--- src/rtl/pkt_deframer_pkg.sv ---
package pkt_deframer_pkg;
  localparam int IN_W   = 64;
  localparam int USER_W = 128;

  typedef enum logic [1:0] {
    ST_HDR = 2'd0,
    ST_TS  = 2'd1,
    ST_PAY = 2'd2
  } parse_st_e;

  typedef struct packed {
    logic [1:0]  kind;
    logic        has_ts;
    logic        eob;
    logic [11:0] seq;
    logic [15:0] len;
    logic [15:0] src;
    logic [15:0] dst;
  } hdr_t;
endpackage

--- src/rtl/pkt_hdr_fsm.sv ---
module pkt_hdr_fsm
  import pkt_deframer_pkg::*;
(
  input  logic              clk_i,
  input  logic              rst_ni,
  input  logic              clear_i,
  input  logic [IN_W-1:0]   in_data_i,
  input  logic              in_last_i,
  input  logic              in_valid_i,
  output logic              in_ready_o,
  input  logic              slot_empty_i,
  input  logic              slot_free_i,
  output logic              word_load_o,
  output logic [USER_W-1:0] user_o
);
  parse_st_e       state_q;
  hdr_t            hdr_q;
  logic [IN_W-1:0] ts_q;
  logic            fire;
  hdr_t            hdr_in;

  assign hdr_in = hdr_t'(in_data_i);

  // header waits for the previous packet's final beat; timestamp never stalls
  always_comb begin
    unique case (state_q)
      ST_PAY:  in_ready_o = slot_free_i;
      ST_TS:   in_ready_o = 1'b1;
      default: in_ready_o = slot_empty_i;
    endcase
  end

  assign fire        = in_valid_i & in_ready_o;
  assign word_load_o = fire & (state_q == ST_PAY);
  assign user_o      = {hdr_q, ts_q};

  always_ff @(posedge clk_i or negedge rst_ni) begin
    if (!rst_ni) begin
      state_q <= ST_HDR;
      hdr_q   <= '0;
      ts_q    <= '0;
    end else if (clear_i) begin
      state_q <= ST_HDR;
      hdr_q   <= '0;
      ts_q    <= '0;
    end else if (fire) begin
      unique case (state_q)
        ST_HDR: begin
          hdr_q <= hdr_in;
          ts_q  <= '0;
          if (hdr_in.has_ts)  state_q <= ST_TS;
          else if (in_last_i) state_q <= ST_HDR;
          else                state_q <= ST_PAY;
        end
        ST_TS: begin
          ts_q    <= in_data_i;
          state_q <= in_last_i ? ST_HDR : ST_PAY;
        end
        default: begin
          if (in_last_i) state_q <= ST_HDR;
        end
      endcase
    end
  end

  // no timestamp retained while streaming a packet without one
  p_ts_zero_pay_r3: assert property (@(posedge clk_i) disable iff (!rst_ni)
    (state_q == ST_PAY && !hdr_q.has_ts) |-> (ts_q == '0));

  // a header word with a timestamp leads to the timestamp state
  p_hdr_to_ts_r4: assert property (@(posedge clk_i) disable iff (!rst_ni || clear_i)
    (fire && state_q == ST_HDR && in_data_i[61]) |=> (state_q == ST_TS));
endmodule

--- src/rtl/pkt_beat_split.sv ---
module pkt_beat_split
  import pkt_deframer_pkg::*;
#(
  parameter int OUT_W = 32
) (
  input  logic             clk_i,
  input  logic             rst_ni,
  input  logic             clear_i,
  input  logic             load_i,
  input  logic [IN_W-1:0]  word_i,
  input  logic             last_i,
  input  logic             out_ready_i,
  output logic [OUT_W-1:0] out_data_o,
  output logic             out_last_o,
  output logic             out_valid_o,
  output logic             slot_empty_o,
  output logic             slot_free_o
);
  localparam int PARTS = IN_W / OUT_W;
  localparam int SEL_W = (PARTS > 1) ? $clog2(PARTS) : 1;
  localparam logic [SEL_W-1:0] FINAL = SEL_W'(PARTS - 1);

  logic [IN_W-1:0]  word_q;
  logic             last_q;
  logic             full_q;
  logic [SEL_W-1:0] part_q;
  logic             final_part;
  logic             beat_fire;
  logic             drain;

  assign final_part   = (part_q == FINAL);
  assign beat_fire    = full_q & out_ready_i;
  assign drain        = beat_fire & final_part;
  assign slot_empty_o = ~full_q;
  assign slot_free_o  = ~full_q | drain;

  always_ff @(posedge clk_i or negedge rst_ni) begin
    if (!rst_ni) begin
      word_q <= '0;
      last_q <= 1'b0;
      full_q <= 1'b0;
      part_q <= '0;
    end else if (clear_i) begin
      last_q <= 1'b0;
      full_q <= 1'b0;
      part_q <= '0;
    end else if (load_i) begin
      word_q <= word_i;
      last_q <= last_i;
      full_q <= 1'b1;
      part_q <= '0;
    end else if (drain) begin
      full_q <= 1'b0;
      part_q <= '0;
    end else if (beat_fire) begin
      part_q <= part_q + 1'b1;
    end
  end

  // part 0 is the most significant slice
  generate
    if (PARTS > 1) begin : g_split
      assign out_data_o = word_q[(PARTS - 1 - int'(part_q)) * OUT_W +: OUT_W];

      // the lower half always follows an accepted upper half
      p_split_order_r6: assert property (@(posedge clk_i) disable iff (!rst_ni || clear_i)
        (out_valid_o && out_ready_i && !final_part) |=> out_valid_o);
    end else begin : g_pass
      assign out_data_o = word_q;
    end
  endgenerate

  assign out_last_o  = last_q & final_part;
  assign out_valid_o = full_q;

  // stalled beat is held
  p_hold_r9: assert property (@(posedge clk_i) disable iff (!rst_ni || clear_i)
    (out_valid_o && !out_ready_i) |=> (out_valid_o && $stable(out_data_o) && $stable(out_last_o)));

  // clear empties the output
  p_clear_r10: assert property (@(posedge clk_i) disable iff (!rst_ni)
    clear_i |=> !out_valid_o);
endmodule

--- src/rtl/pkt_deframer.sv ---
module pkt_deframer
  import pkt_deframer_pkg::*;
#(
  parameter int OUT_W = 32
) (
  input  logic             clk_i,
  input  logic             rst_ni,
  input  logic             clear_i,
  input  logic [63:0]      in_data_i,
  input  logic             in_last_i,
  input  logic             in_valid_i,
  output logic             in_ready_o,
  output logic [OUT_W-1:0] out_data_o,
  output logic [127:0]     out_user_o,
  output logic             out_last_o,
  output logic             out_valid_o,
  input  logic             out_ready_i
);
  logic slot_empty;
  logic slot_free;
  logic word_load;

  pkt_hdr_fsm u_fsm (
    .clk_i        (clk_i),
    .rst_ni       (rst_ni),
    .clear_i      (clear_i),
    .in_data_i    (in_data_i),
    .in_last_i    (in_last_i),
    .in_valid_i   (in_valid_i),
    .in_ready_o   (in_ready_o),
    .slot_empty_i (slot_empty),
    .slot_free_i  (slot_free),
    .word_load_o  (word_load),
    .user_o       (out_user_o)
  );

  pkt_beat_split #(.OUT_W(OUT_W)) u_split (
    .clk_i        (clk_i),
    .rst_ni       (rst_ni),
    .clear_i      (clear_i),
    .load_i       (word_load),
    .word_i       (in_data_i),
    .last_i       (in_last_i),
    .out_ready_i  (out_ready_i),
    .out_data_o   (out_data_o),
    .out_last_o   (out_last_o),
    .out_valid_o  (out_valid_o),
    .slot_empty_o (slot_empty),
    .slot_free_o  (slot_free)
  );

  // sideband frozen until the final beat is taken
  p_user_stable_r8: assert property (@(posedge clk_i) disable iff (!rst_ni || clear_i)
    (out_valid_o && !(out_ready_i && out_last_o)) |=> $stable(out_user_o));

  // no timestamp flag means a zero timestamp field
  p_ts_zero_r3: assert property (@(posedge clk_i) disable iff (!rst_ni)
    (out_valid_o && !out_user_o[125]) |-> (out_user_o[63:0] == 64'd0));
endmodule

--- config.mk ---
export PLATFORM = sky130hd
export DESIGN_NAME = pkt_deframer
export DESIGN_NICKNAME = d
export VERILOG_FILES = /design/src/rtl/pkt_deframer_pkg.sv /design/src/rtl/pkt_hdr_fsm.sv /design/src/rtl/pkt_beat_split.sv /design/src/rtl/pkt_deframer.sv
export SDC_FILE = /design/constraint.sdc
export NUM_CORES = 1
export LEC_CHECK = 0
export BUFFER_PORTS_ARGS = -buffer_cell sky130_fd_sc_hd__buf_2
export CAP_MARGIN = 30
export CORE_ASPECT_RATIO = 0.8
export CORE_MARGIN = 2
export CORE_UTILIZATION = 52
export CTS_CLUSTER_DIAMETER = 80
export DETAILED_ROUTE_END_ITERATION = 10
export GPL_TIMING_DRIVEN = 0
export PLACE_DENSITY = 0.8
export SLEW_MARGIN = 10
export SYNTH_ARGS = -nofsm -noshare
export SYNTH_HDL_FRONTEND = slang
export SYNTH_SLANG_ARGS = --single-unit
--- constraint.sdc ---
create_clock -name clk_i -period 2.68 [get_ports clk_i]
set_input_delay 0.536 -clock clk_i [delete_from_list [all_inputs] [get_ports clk_i]]
set_output_delay 0.536 -clock clk_i [all_outputs]
set_load 0.01 [all_outputs]
Word-level counts from Yosys, hierarchy flattened
Index checks and enable logic that the tools add are counted.

storage, ports and cells
  register bits after elaboration = 197
  latch bits = 0
  bits in writable memories = 0
  ROM bits = 0
  bits of input ports = 70
  output and inout port bits = 163
  logic and storage cells = 60
  memories kept = 0

operators by class
  add/sub/neg operators = 2
  multiply operators = 0
  div/mod/pow operators = 0
  order comparisons = 0
  equality and inequality tests = 2
  shifts and indexed selects = 1
  mux-type cells = 22
  bitwise logic cells = 8
  reduce and logical (&&, ||, !) cells = 12

operators with widths
  operator                                                               number
  64-bit two-way mux                                                     5
  64-bit case mux with 2 select lines                                    1
  64-bit by 32-bit indexed part select with 32-bit output                1
  2-bit two-way mux                                                      5
  1-bit two-way mux                                                      9
  2-bit AND reduction                                                    4
  4-bit nonzero test                                                     2
  2-bit nonzero test                                                     3
  3-bit nonzero test                                                     2
  1-bit AND                                                              5
  2-bit case mux with 2 select lines                                     1
  2-bit by 1-bit equality test with 1-bit output, second input constant  1
  2-bit equality test, second input constant                             1
  2-bit logical NOT                                                      1
  1-bit inverter                                                         2
  1-bit case mux with 2 select lines                                     1
  1-bit by 1-bit subtractor with 2-bit output, first input constant      1
  1-bit adder, second input constant                                     1
  1-bit OR                                                               1

Logic depth before layout (Yosys ltp)
Gate-level depths: netlist of run 1.

  depth after elaboration = 8
  gate-level depth with buffers = 8
  mapped depth without buffers = 6

By module
From an unflattened synthesis of run 1, not the netlist that was laid out.

second synthesis, totals
  cells, all modules = 706
  area, all modules = 8448.1 um^2

by module, submodules not included
  module          instances  cells an instance  area an instance (um^2)  seq. area each (um^2)
  pkt_hdr_fsm     1          521                5223.8                   3253.1
  pkt_beat_split  1          185                3224.3                   1676.6

Worst setup path after synthesis of run 1
OpenSTA, ideal clock, no wires.

  path kind = register -> output
  start point = register u_fsm.state_q[0]
  end point = output in_ready_o
  arrival = 1.740 ns
  required time = 2.144 ns
  slack = 0.404 ns
  stages on the path, launching flop included = 8
  path buffers = 2
  path through = dfrtp_1 inv_1 ha_1 nor2b_1 a31oi_1 clkbuf_1 buf_1 and2_1

on the way
  word-level cells in the longest chain between the ends = 2
  elaborated cells between the ends (all ways) = 3
  those cells by class = eq/ne: 2; mux: 1

ends and longest elaborated chain
  element                                                                                       line                source
  start, declared                                                                               pkt_hdr_fsm.sv:16   parse_st_e state_q;
  start signal, assigned                                                                        pkt_hdr_fsm.sv:57   state_q <= in_last_i ? ST_HDR : ST_PAY;
  2-bit by 1-bit equality test with 1-bit output / 2-bit equality test (equally long branches)  pkt_hdr_fsm.sv:26   unique case (state_q)
  1-bit case mux with 2 select lines (*)                                                        pkt_hdr_fsm.sv:26
  end, declared                                                                                 pkt_deframer.sv:12  output logic in_ready_o,

Mark *: on every way between the ends. The rest lies on a longest branch, timed or not.

Worst setup path after layout of run 1
Ends and elaborated chain as after synthesis.

==> impl_metrics.yaml, run 1 <==
drt:
  viasPerCell: 6.03
  vias: 6809
  avgRoutedWirePerCell_microns: 22.6
  drt-pass1-iter-count: 4
  detail_route.drc_violations: 0
  drt_iter0_drc: 480
  routed_wl_mm: 25.5
  antenna_violating_nets_post_route: 0
floorplanning:
  io_pins: 233
  core_region_area_sq_um: 15200
  die_extent_in_x_microns: 144
  die_height_microns: 116
  starting_density: 0.537
  die_area_sq_um: 16700
  num_rows: 40
cells_and_area:
  layout.cells.most_common_list: "237 x buf_2, 197 x dfrtp_1, 87 x mux2_2, 67 x o21ai_0, 66 x a21oi_1"
  mostFrequentLayoutCell: "buf_2"
  syn2layout_area_growth_pct: 26.4
  fillers: 1182
  post-route-cell-area_sq_um: 10300
  insertedDiodeCount: 0
  layout.nets: 979
  drive_gt1_frac: 0.419
  instances_no_fill: 1129
timing:
  final-hold-violation-count: 0
  worst_slew_pin_slew_ns: 0.800
  timing.final.setup_violations: 0
  timing.final.max_slew_violations: 0
  max_clock_freq_mhz: 379
  finClkSkew_ns: 0.0104
  setup_ws_ns: 0.0438
  layout_worst_path_cycle_share: 0.984
  post_route_setup_tns_ns: 0
  final_period_minus_worst_setup_slack_ns: 2.64
  setup_repair_after_global_routing_missed_its_margin: "true"
  timing.max_slew.rel_slack: 0.466
logic_synthesis:
  total_standard_cell_area_after_synthesis_sq_um: 8170
  yosys_register_bits: 197
  post_synthesis_net_count: 726
  syn-mean-instance-area_sq_um: 12.5
  yosysSeqAreaShare: 0.603
  yosys_warnings: 0
  post_synth_num_cell_types: 32
  synthesis.instances: 653
worst_setup_path:
  worst_endpoint_required_time_ns: 2.14
  critical_path_class: "reg -> out"
  cp-startpoint: "u_fsm.state_q[0]$_DFFE_PN0P_"
  crit_path_max_fanout: 19
  critical_path_destination: "in_ready_o"
  endpoint_kind: "primary output"
  worst-r2r-setup-slack_ns: 0.10
  regToRegEndpoint: "u_fsm.ts_q[15]$_DFFE_PN0P_"
  worstRegToRegCells: 7
  startpoint_type: "register"
  worstReg2RegStart: "u_fsm.state_q[1]$_DFFE_PN0P_"
  arrival_ns: 2.10
grt:
  grt-busiest-layer: "met2"
  global_route_wire_length_before_repair_mm: 38.8
  grt_start_max_net_pins: 113
  groute.layer.met2.usage: 0.470
  globalRouteMet3Util: 0.0882
  vias_in_the_first_global_route: 6733
  grtUsageTotal: 0.315
  grt_overflow_total: 0
  antenna_violations_before_repair: 0
  grt.met1_usage: 0.456
cts:
  ctsRootBufferMaster: "clkbuf_16"
  cts_buffer_depth: 2
  clk-insertion-delay-late_ns: 0.44
  cts_buffers: 17
  h-tree-depth: 4
  cts.sink_count: 197
  cts.reportedPaths.clkPinSlew_ns: 0.07
  cts_tree: "built"
placement:
  place.detailed.instances: 1096
  portBuffers: 231
  post-dp-hpwl_mm: 17.7
  gpl.final_weighted_congestion: 0.866
  dpl-instance-area_sq_um: 9640
  preCtsSetupSlack_ns: -0.192
flow_run:
  cap_viol_max_count: 0
run_status:
  run_status: "completed"
power_and_ir_drop:
  max-vdd-ir-drop_mv: 0.480
  p_leak_nw: 5.22
  pwr_density_cell_nw_per_um2: 804
hold_path:
  hold_class: "in -> async"
per-stage QoR:
step / util / power, mW / hold slack, ns
after floorplan: - / 4.79 / 0.240
after global placement: 0.630 / 5.53 / 0.463
after detailed placement: 0.634 / 5.60 / 0.472
after CTS: 0.676 / 8.31 / 0.100
after global routing: 0.679 / 8.69 / 0.113
final: 0.679 / 8.30 / 0.0641
routing by layer:
metal	vias up	part of all wire
met2	360	0.45
met4	0	0.021
li1	2962	-
met3	37	0.096
met1	3450	0.44
met5	-	0
sequential cells by signal, indices dropped and copies added, names as in the netlist:
signal	count
u_fsm.user_o	64
u_split.out_valid_o	1
u_split.word_q	64
u_fsm.ts_q	64
u_fsm.state_q	2
u_split.final_part	1
u_split.last_q	1
how the worst min path moves through the flow:
stage | startpoint | end | cells after the start
global placement | u_split.word_q[28]$_DFFE_PN0P_ | u_split.word_q[28]$_DFFE_PN0P_ | 1
finish | rst_ni | u_fsm.ts_q[14]$_DFFE_PN0P_ | 1
CTS | rst_ni | u_fsm.ts_q[14]$_DFFE_PN0P_ | 1
detailed placement | u_split.word_q[55]$_DFFE_PN0P_ | u_split.word_q[55]$_DFFE_PN0P_ | 1
global route | rst_ni | u_fsm.ts_q[14]$_DFFE_PN0P_ | 1
floorplan | rst_ni | u_fsm.state_q[0]$_DFFE_PN0P_ | 0
critical path, stage by stage, from the launching register on:
cell and delay [ns]:
dfrtp_1 0.38, inv_1 0.12, ha_1 0.28, nor2b_2 0.26, a31oi_4 0.09, clkbuf_8 0.24
and2_1 0.15, buf_2 0.14
cell type report:
type                    count  area (sq um)  area share
plain buffers              63           314      0.0304
clock buffers              17           425      0.0412
clock inverters            15           198      0.0191
inverters                   4          15.0     0.00145
multi-input cells         387          2960       0.286
flip-flops and latches    197          4930       0.477
well taps                 210           263      0.0254
repair buffers            236          1230       0.119
power by group:
part	switching, mW	internal, mW	total (mW)
sequential	0.263	3.47	3.73
combinational	1.04	0.831	1.87
clock	1.20	1.50	2.70
synth_stat cells:
library cell | instances | area, sq um
buf_1 | 4 | 15.0
dfrtp_1 | 197 | 4930
nand2b_1 | 1 | 6.26
a31oi_2 | 1 | 12.5
clkbuf_1 | 47 | 176
nor3_4 | 1 | 16.3
a22o_1 | 64 | 561
nand3_1 | 1 | 5.00
and2_1 | 3 | 18.8
nor2b_1 | 1 | 6.26
nand2_1 | 6 | 22.5
xor2_1 | 1 | 8.76
or3b_1 | 1 | 8.76
nor3_1 | 2 | 10.0
o21ai_0 | 67 | 335
buf_4 | 1 | 7.51
or4b_2 | 1 | 10.0
nand4b_1 | 1 | 8.76
o311ai_0 | 1 | 8.76
mux2_2 | 87 | 980
o31ai_1 | 1 | 7.51
a21oi_1 | 66 | 330
inv_1 | 4 | 15.0
ha_1 | 3 | 37.5
nor2_1 | 3 | 11.3
nand4_1 | 63 | 394
mux2_1 | 9 | 101
a31oi_1 | 1 | 6.26
buf_6 | 6 | 67.6
a311oi_1 | 1 | 8.76
a31o_1 | 1 | 8.76
buf_2 | 7 | 35.0
kinds of logic (layout without fill, tap and decap cells):
family	Yosys count	count (layout)	synth area share
compound gates	203	203	0.157
flops	197	197	0.603
mux	96	96	0.132
simple gates	84	84	0.0634
buf+inv	69	335	0.0387
fa+ha+maj	3	3	0.00459
xor+xnor	1	1	0.00107
repair_timing:
action	in CTS	in global routing
pin swaps	1	1
hold buffers	0	0
resized for setup	8	13
endpoints found under the setup margin	51	102
setup buffers	0	3
gates cloned	0	0
Note: power is estimated with default switching activity, not from simulation.
==> inputs of run 2 (changes only) <==
--- a/config.mk
+++ b/config.mk
@@ -5,15 +5,16 @@
 export SDC_FILE = /design/constraint.sdc
 export NUM_CORES = 1
 export LEC_CHECK = 0
+export ABC_AREA = 1
 export BUFFER_PORTS_ARGS = -buffer_cell sky130_fd_sc_hd__buf_2
 export CAP_MARGIN = 30
 export CORE_ASPECT_RATIO = 0.8
 export CORE_MARGIN = 2
-export CORE_UTILIZATION = 52
+export CORE_UTILIZATION = 53
 export CTS_CLUSTER_DIAMETER = 80
 export DETAILED_ROUTE_END_ITERATION = 10
 export GPL_TIMING_DRIVEN = 0
-export PLACE_DENSITY = 0.8
+export PLACE_DENSITY = 0.79
 export SLEW_MARGIN = 10
 export SYNTH_ARGS = -nofsm -noshare
 export SYNTH_HDL_FRONTEND = slang
==> impl_metrics.yaml, run 2 <==
floorplanning:
  num_rows: 44
  die_area_sq_um: 19200
  core_region_area_sq_um: 17900
  starting_density: 0.536
  io_pins: 233
  die_extent_in_x_microns: 155
  die_height_microns: 124
grt:
  grt_start_max_net_pins: 72
  antenna_violations_before_repair: 4
  grt_overflow_total: 0
  vias_in_the_first_global_route: 8766
  grtUsageTotal: 0.323
  global_route_wire_length_before_repair_mm: 47.5
cells_and_area:
  drive_gt1_frac: 0.212
  mostFrequentLayoutCell: "nand2_1"
  multiInputGateArea_sq_um: 3680
  layout.nets: 1557
  layout.cells.most_common_list: "365 x nand2_1, 247 x buf_2, 197 x nand3_1, 197 x dfrtp_1, 135 x inv_1"
  syn2layout_area_growth_pct: 21.8
  post-route-cell-area_sq_um: 11700
  instances_no_fill: 1729
  fillers: 1592
  final-seq-area_sq_um: 4930
  finalCoreUtilization: 0.652
timing:
  finClkSkew_ns: 0.0129
  setup_ws_ns: 0.0807
  max_clock_freq_mhz: 385
  worst_slew_pin_slew_ns: 0.795
  setup_repair_after_global_routing_missed_its_margin: "false"
  timing.final.max_slew_violations: 0
  layout_worst_path_cycle_share: 0.970
  final_period_minus_worst_setup_slack_ns: 2.60
  final-hold-violation-count: 0
  timing.max_slew.rel_slack: 0.470
  timing.final.setup_violations: 0
logic_synthesis:
  yosysTopAreaCellShare: 0.513
  syn-mean-instance-area_sq_um: 7.80
  synthesis.instances: 1233
  yosys_warnings: 0
  yosys.cell_count.top_type: "nand2_1"
  synth_enable_flop_cells: 0
  yosys-top-cells-area: "dfrtp_1 51%, nand2_1 14%, nand3_1 10%"
  yosysSeqAreaShare: 0.513
  yosys_register_bits: 197
  netlist.top_cell.by_area: "dfrtp_1"
  synth_top_cells_by_count: "365 x nand2_1, 197 x dfrtp_1, 197 x nand3_1"
  total_standard_cell_area_after_synthesis_sq_um: 9610
  async_flop_share: 1.00
  synth_ff_type: "dfrtp_1"
  post_synth_num_cell_types: 22
  post_synthesis_net_count: 1306
cts:
  cts.sink_count: 197
  ctsRootBufferMaster: "clkbuf_16"
  postCtsResizedCells: 1
  cts_buffer_depth: 2
  h-tree-depth: 4
  cts_tree: "built"
  cts_hold_buf: 0
  clk-insertion-delay-late_ns: 0.44
  cts_buffers: 17
  post_cts.repair.setup_buffers: 0
  cts.reportedPaths.clkPinSlew_ns: 0.08
placement:
  place.detailed.instances: 1696
  gpl.final_weighted_congestion: 0.974
  post-dp-hpwl_mm: 22.5
  portBuffers: 231
  preCtsSetupSlack_ns: 0.272
  dpl-instance-area_sq_um: 11100
worst_setup_path:
  critical_path_class: "reg -> out"
  startpoint_type: "register"
  arrival_ns: 2.06
  worst_endpoint_required_time_ns: 2.14
  endpoint_kind: "primary output"
  crit_path_max_fanout: 13
drt:
  detail_route.drc_violations: 0
  drt-pass1-iter-count: 5
  viasPerCell: 5.48
  vias: 9479
  routed_wl_mm: 30.8
  avgRoutedWirePerCell_microns: 17.8
  drt_iter0_drc: 1010
  antenna_violating_nets_post_route: 0
power_and_ir_drop:
  share_clk_of_total_power: 0.265
  p_switching_mw: 3.43
  max-vdd-ir-drop_mv: 0.461
  pwr_density_cell_nw_per_um2: 823
  p_leak_nw: 6.60
  power.sequential.fraction: 0.424
  combPwrFrac: 0.311
  p_sw_frac: 0.356
  finalPower_mw: 9.64
  power.internal_mw: 6.20
flow_run:
  cap_viol_max_count: 0
hold_path:
  hold_class: "in -> async"
run_status:
  run_status: "completed"
## run 2: worst paths after layout
path	start	endpoint	slack, ns	depth (start not counted)
worst max-delay path	u_split.final_part$_DFFE_PN0P_	out_data_o[31]	0.08	3
worst max register to register	u_fsm.state_q[1]$_DFFE_PN0P_	u_fsm.ts_q[19]$_DFFE_PN0P_	0.52	8
min in group clk_i	in_data_i[3]	u_split.word_q[3]$_DFFE_PN0P_	0.34	3
max in group asynchronous	rst_ni	u_fsm.user_o[88]$_DFFE_PN0P_	1.59	3
worst min-delay path	rst_ni	u_fsm.user_o[118]$_DFFE_PN0P_	0.03	1
worst min register to register	u_fsm.user_o[102]$_DFFE_PN0P_	u_fsm.user_o[102]$_DFFE_PN0P_	0.47	2
## run 2: cells by family after synthesis
group | after synthesis | share of synthesized area
compound gates | 99 | 0.0685
flops | 197 | 0.513
buf+inv | 233 | 0.104
simple gates | 700 | 0.310
xor+xnor | 1 | 0.000911
fa+ha+maj | 3 | 0.00391
## run 2: power groups by stage
stage,sequential [mW],clock [mW],combinational [mW]
final,4.08,2.55,3.00
after global routing,4.15,2.70,3.29
after CTS,4.06,2.56,2.97
after detailed placement,4.10,0,2.95
after global placement,4.09,0,2.86
after floorplan,4.12,0,1.68
## run 2: cell type report
class	count	area share
Antenna cell	2	0.000428
Buffer	96	0.0417
Clock buffer	22	0.0414
Clock inverter	10	0.00823
Inverter	136	0.0436
Multi-Input combinational cell	803	0.315
Sequential cell	197	0.421
Tap cell	230	0.0246
Timing Repair Buffer	233	0.104
## run 2: worst max-delay path, cell delays in order (launching register included)
cell and delay [ns]:
dfrtp_1 0.66, clkbuf_1 0.43, o21ai_0 0.31, buf_2 0.22
## run 2: routing by layer
| layer | wire length, microns | global-route usage | up-vias |
|---|---|---|---|
| met5 | 7 | 0 | - |
| met2 | 13800 | 0.482 | 542 |
| li1 | - | - | 4399 |
| met1 | 12900 | 0.467 | 4471 |
| met4 | 943 | 0.108 | 2 |
| met3 | 3170 | 0.0748 | 65 |
## run 2: stage by stage
stage | TNS (ns) | hold WS, ns
finish | 0 | 0.0344
floorplan | 0 | 0.240
global placement | -420.72 | 0.451
global route | 0 | 0.0694
CTS | 0 | 0.0577
detailed placement | 0 | 0.453
==> inputs of run 3 (changes only) <==
--- a/config.mk
+++ b/config.mk
@@ -9,12 +9,13 @@
 export BUFFER_PORTS_ARGS = -buffer_cell sky130_fd_sc_hd__buf_2
 export CAP_MARGIN = 30
 export CORE_ASPECT_RATIO = 0.8
-export CORE_MARGIN = 2
+export CORE_MARGIN = 5
 export CORE_UTILIZATION = 53
 export CTS_CLUSTER_DIAMETER = 80
 export DETAILED_ROUTE_END_ITERATION = 10
 export GPL_TIMING_DRIVEN = 0
-export PLACE_DENSITY = 0.79
+export MAX_ROUTING_LAYER = met4
+export PLACE_DENSITY = 0.77
 export SLEW_MARGIN = 10
 export SYNTH_ARGS = -nofsm -noshare
 export SYNTH_HDL_FRONTEND = slang
==> impl_metrics.yaml, run 3 (synthesized netlist as in run 2, its figures left out) <==
drt:
  routed_wl_mm: 31.4
  detail_route.drc_violations: 0
  drt_iter0_drc: 923
  vias: 9374
  drt-pass1-iter-count: 7
  viasPerCell: 5.43
  avgRoutedWirePerCell_microns: 18.2
  antenna_violating_nets_post_route: 0
timing:
  layout_worst_path_cycle_share: 0.958
  final-hold-violation-count: 0
  setup_repair_after_global_routing_missed_its_margin: "false"
  post_route_setup_tns_ns: 0
  finClkSkew_ns: 0.0106
  setup_ws_ns: 0.113
  final_period_minus_worst_setup_slack_ns: 2.57
  worst_slew_pin_slew_ns: 0.842
  timing.max_slew.rel_slack: 0.439
  timing.final.setup_violations: 0
  max_clock_freq_mhz: 390
  timing.final.max_slew_violations: 0
cts:
  cts.sink_count: 197
  h-tree-depth: 4
  cts_buffers: 17
  ctsRootBufferMaster: "clkbuf_16"
  cts_hold_buf: 0
  cts_tree: "built"
  cts_buffer_depth: 2
  clk-insertion-delay-late_ns: 0.43
  cts.reportedPaths.clkPinSlew_ns: 0.07
cells_and_area:
  layout.cells.most_common_list: "365 x nand2_1, 247 x buf_2, 197 x nand3_1, 197 x dfrtp_1, 135 x inv_1"
  syn2layout_area_growth_pct: 21.3
  layout.nets: 1556
  finalCoreUtilization: 0.648
  fillers: 1620
  final-seq-area_sq_um: 4930
  multiInputGateArea_sq_um: 3680
  drive_gt1_frac: 0.210
  mostFrequentLayoutCell: "nand2_1"
worst_setup_path:
  startpoint_type: "register"
  regToRegEndpoint: "u_fsm.ts_q[41]$_DFFE_PN0P_"
  worstReg2RegStart: "u_fsm.state_q[1]$_DFFE_PN0P_"
  worst-r2r-setup-slack_ns: 0.49
  path_buf_inv: 2
  worst_endpoint_required_time_ns: 2.14
  endpoint_kind: "primary output"
  critical_path_class: "reg -> out"
  crit_path_max_fanout: 13
  arrival_ns: 2.03
  worstRegToRegCells: 8
  critical-path-top-delay-family: "flip-flops"
  slowest_stage: "dfrtp_1"
  worst_path_largest_cell_delay_ns: 0.66
  critical_path.cell_chain: "clkbuf_1 > o21ai_0 > buf_2"
placement:
  portBuffers: 231
  gpl.final_weighted_congestion: 0.939
  preCtsSetupSlack_ns: 0.295
  post-dp-hpwl_mm: 23.1
floorplanning:
  starting_density: 0.534
  io_pins: 233
  die_area_sq_um: 20900
  die_height_microns: 130
  core_region_area_sq_um: 18000
  die_extent_in_x_microns: 161
  num_rows: 44
power_and_ir_drop:
  max-vdd-ir-drop_mv: 0.423
  p_leak_nw: 6.58
  pwr_density_cell_nw_per_um2: 823
grt:
  grt_overflow_total: 0
  antenna_violations_before_repair: 3
  global_route_wire_length_before_repair_mm: 48.5
  grtUsageTotal: 0.309
  vias_in_the_first_global_route: 8877
  grt_start_max_net_pins: 100
flow_run:
  cap_viol_max_count: 0
hold_path:
  hold_class: "in -> async"
run_status:
  run_status: "completed"
run 3: cell count changes in the layout (fill, tap and decap cells not counted), sizes merged:
cell	delta
buf	-1
bufinv	+1
clkbuf	-1
clkinv	-1
diode	+1
inv	-2
run 3: layer usage:
metal  global-route usage  share of wire
met2                0.452           0.44
met4                0.104          0.031
met1                0.437           0.43
met5                    -              0
met3               0.0621          0.098
run 3: report_power, final:
group | internal, mW | leakage [nW] | switching (mW)
sequential | 3.69 | 2.51 | 0.377
combinational | 1.12 | 3.81 | 1.87
clock | 1.41 | 0.263 | 1.13
total | 6.23 | 6.58 | 3.38
run 3: how the worst max path moves through the flow:
stage,from,slack [ns],to,cells after the start
finish,u_split.final_part$_DFFE_PN0P_,0.11,out_data_o[31],3
global route,u_split.final_part$_DFFE_PN0P_,0.02,out_data_o[28],3
CTS,u_split.final_part$_DFFE_PN0P_,0.12,out_data_o[15],4
detailed placement,clear_i,0.29,u_fsm.user_o[78]$_DFFE_PN0P_,6
global placement,rst_ni,-2.19,u_fsm.user_o[83]$_DFFE_PN0P_,1
floorplan,u_fsm.state_q[0]$_DFFE_PN0P_,1.03,in_ready_o,5
run 3: metrics by stage:
| stage | hold WS (ns) | power (mW) | instance area, sq um | instances |
|---|---|---|---|---|
| 6_report | 0.122 | 9.60 | 11700 | 1726 |
| 5_1_grt | 0.194 | 10.1 | 11700 | 1726 |
| 4_1_cts | 0.158 | 9.58 | 11700 | 1723 |
| 3_5_place_dp | 0.453 | 7.06 | 11100 | 1695 |
| 3_3_place_gp | 0.450 | 6.97 | 11100 | 1694 |
| 2_1_floorplan | 0.240 | 5.80 | 9610 | 1233 |
run 3: area by class of cell:
| class | count | share of cell area |
|---|---|---|
| sequential | 197 | 0.423 |
| antenna | 3 | 0.000644 |
| clock inverter | 8 | 0.00890 |
| multi-input combinational | 803 | 0.316 |
| timing repair buffer | 232 | 0.102 |
| tap | 230 | 0.0247 |
| clock buffer | 21 | 0.0395 |
| inverter | 136 | 0.0438 |
| buffer | 96 | 0.0419 |
run 3: timing repair:
action                                  CTS  global route
gates resized for setup                   1             2
setup buffers                             0             0
endpoints found under the setup margin   11             1
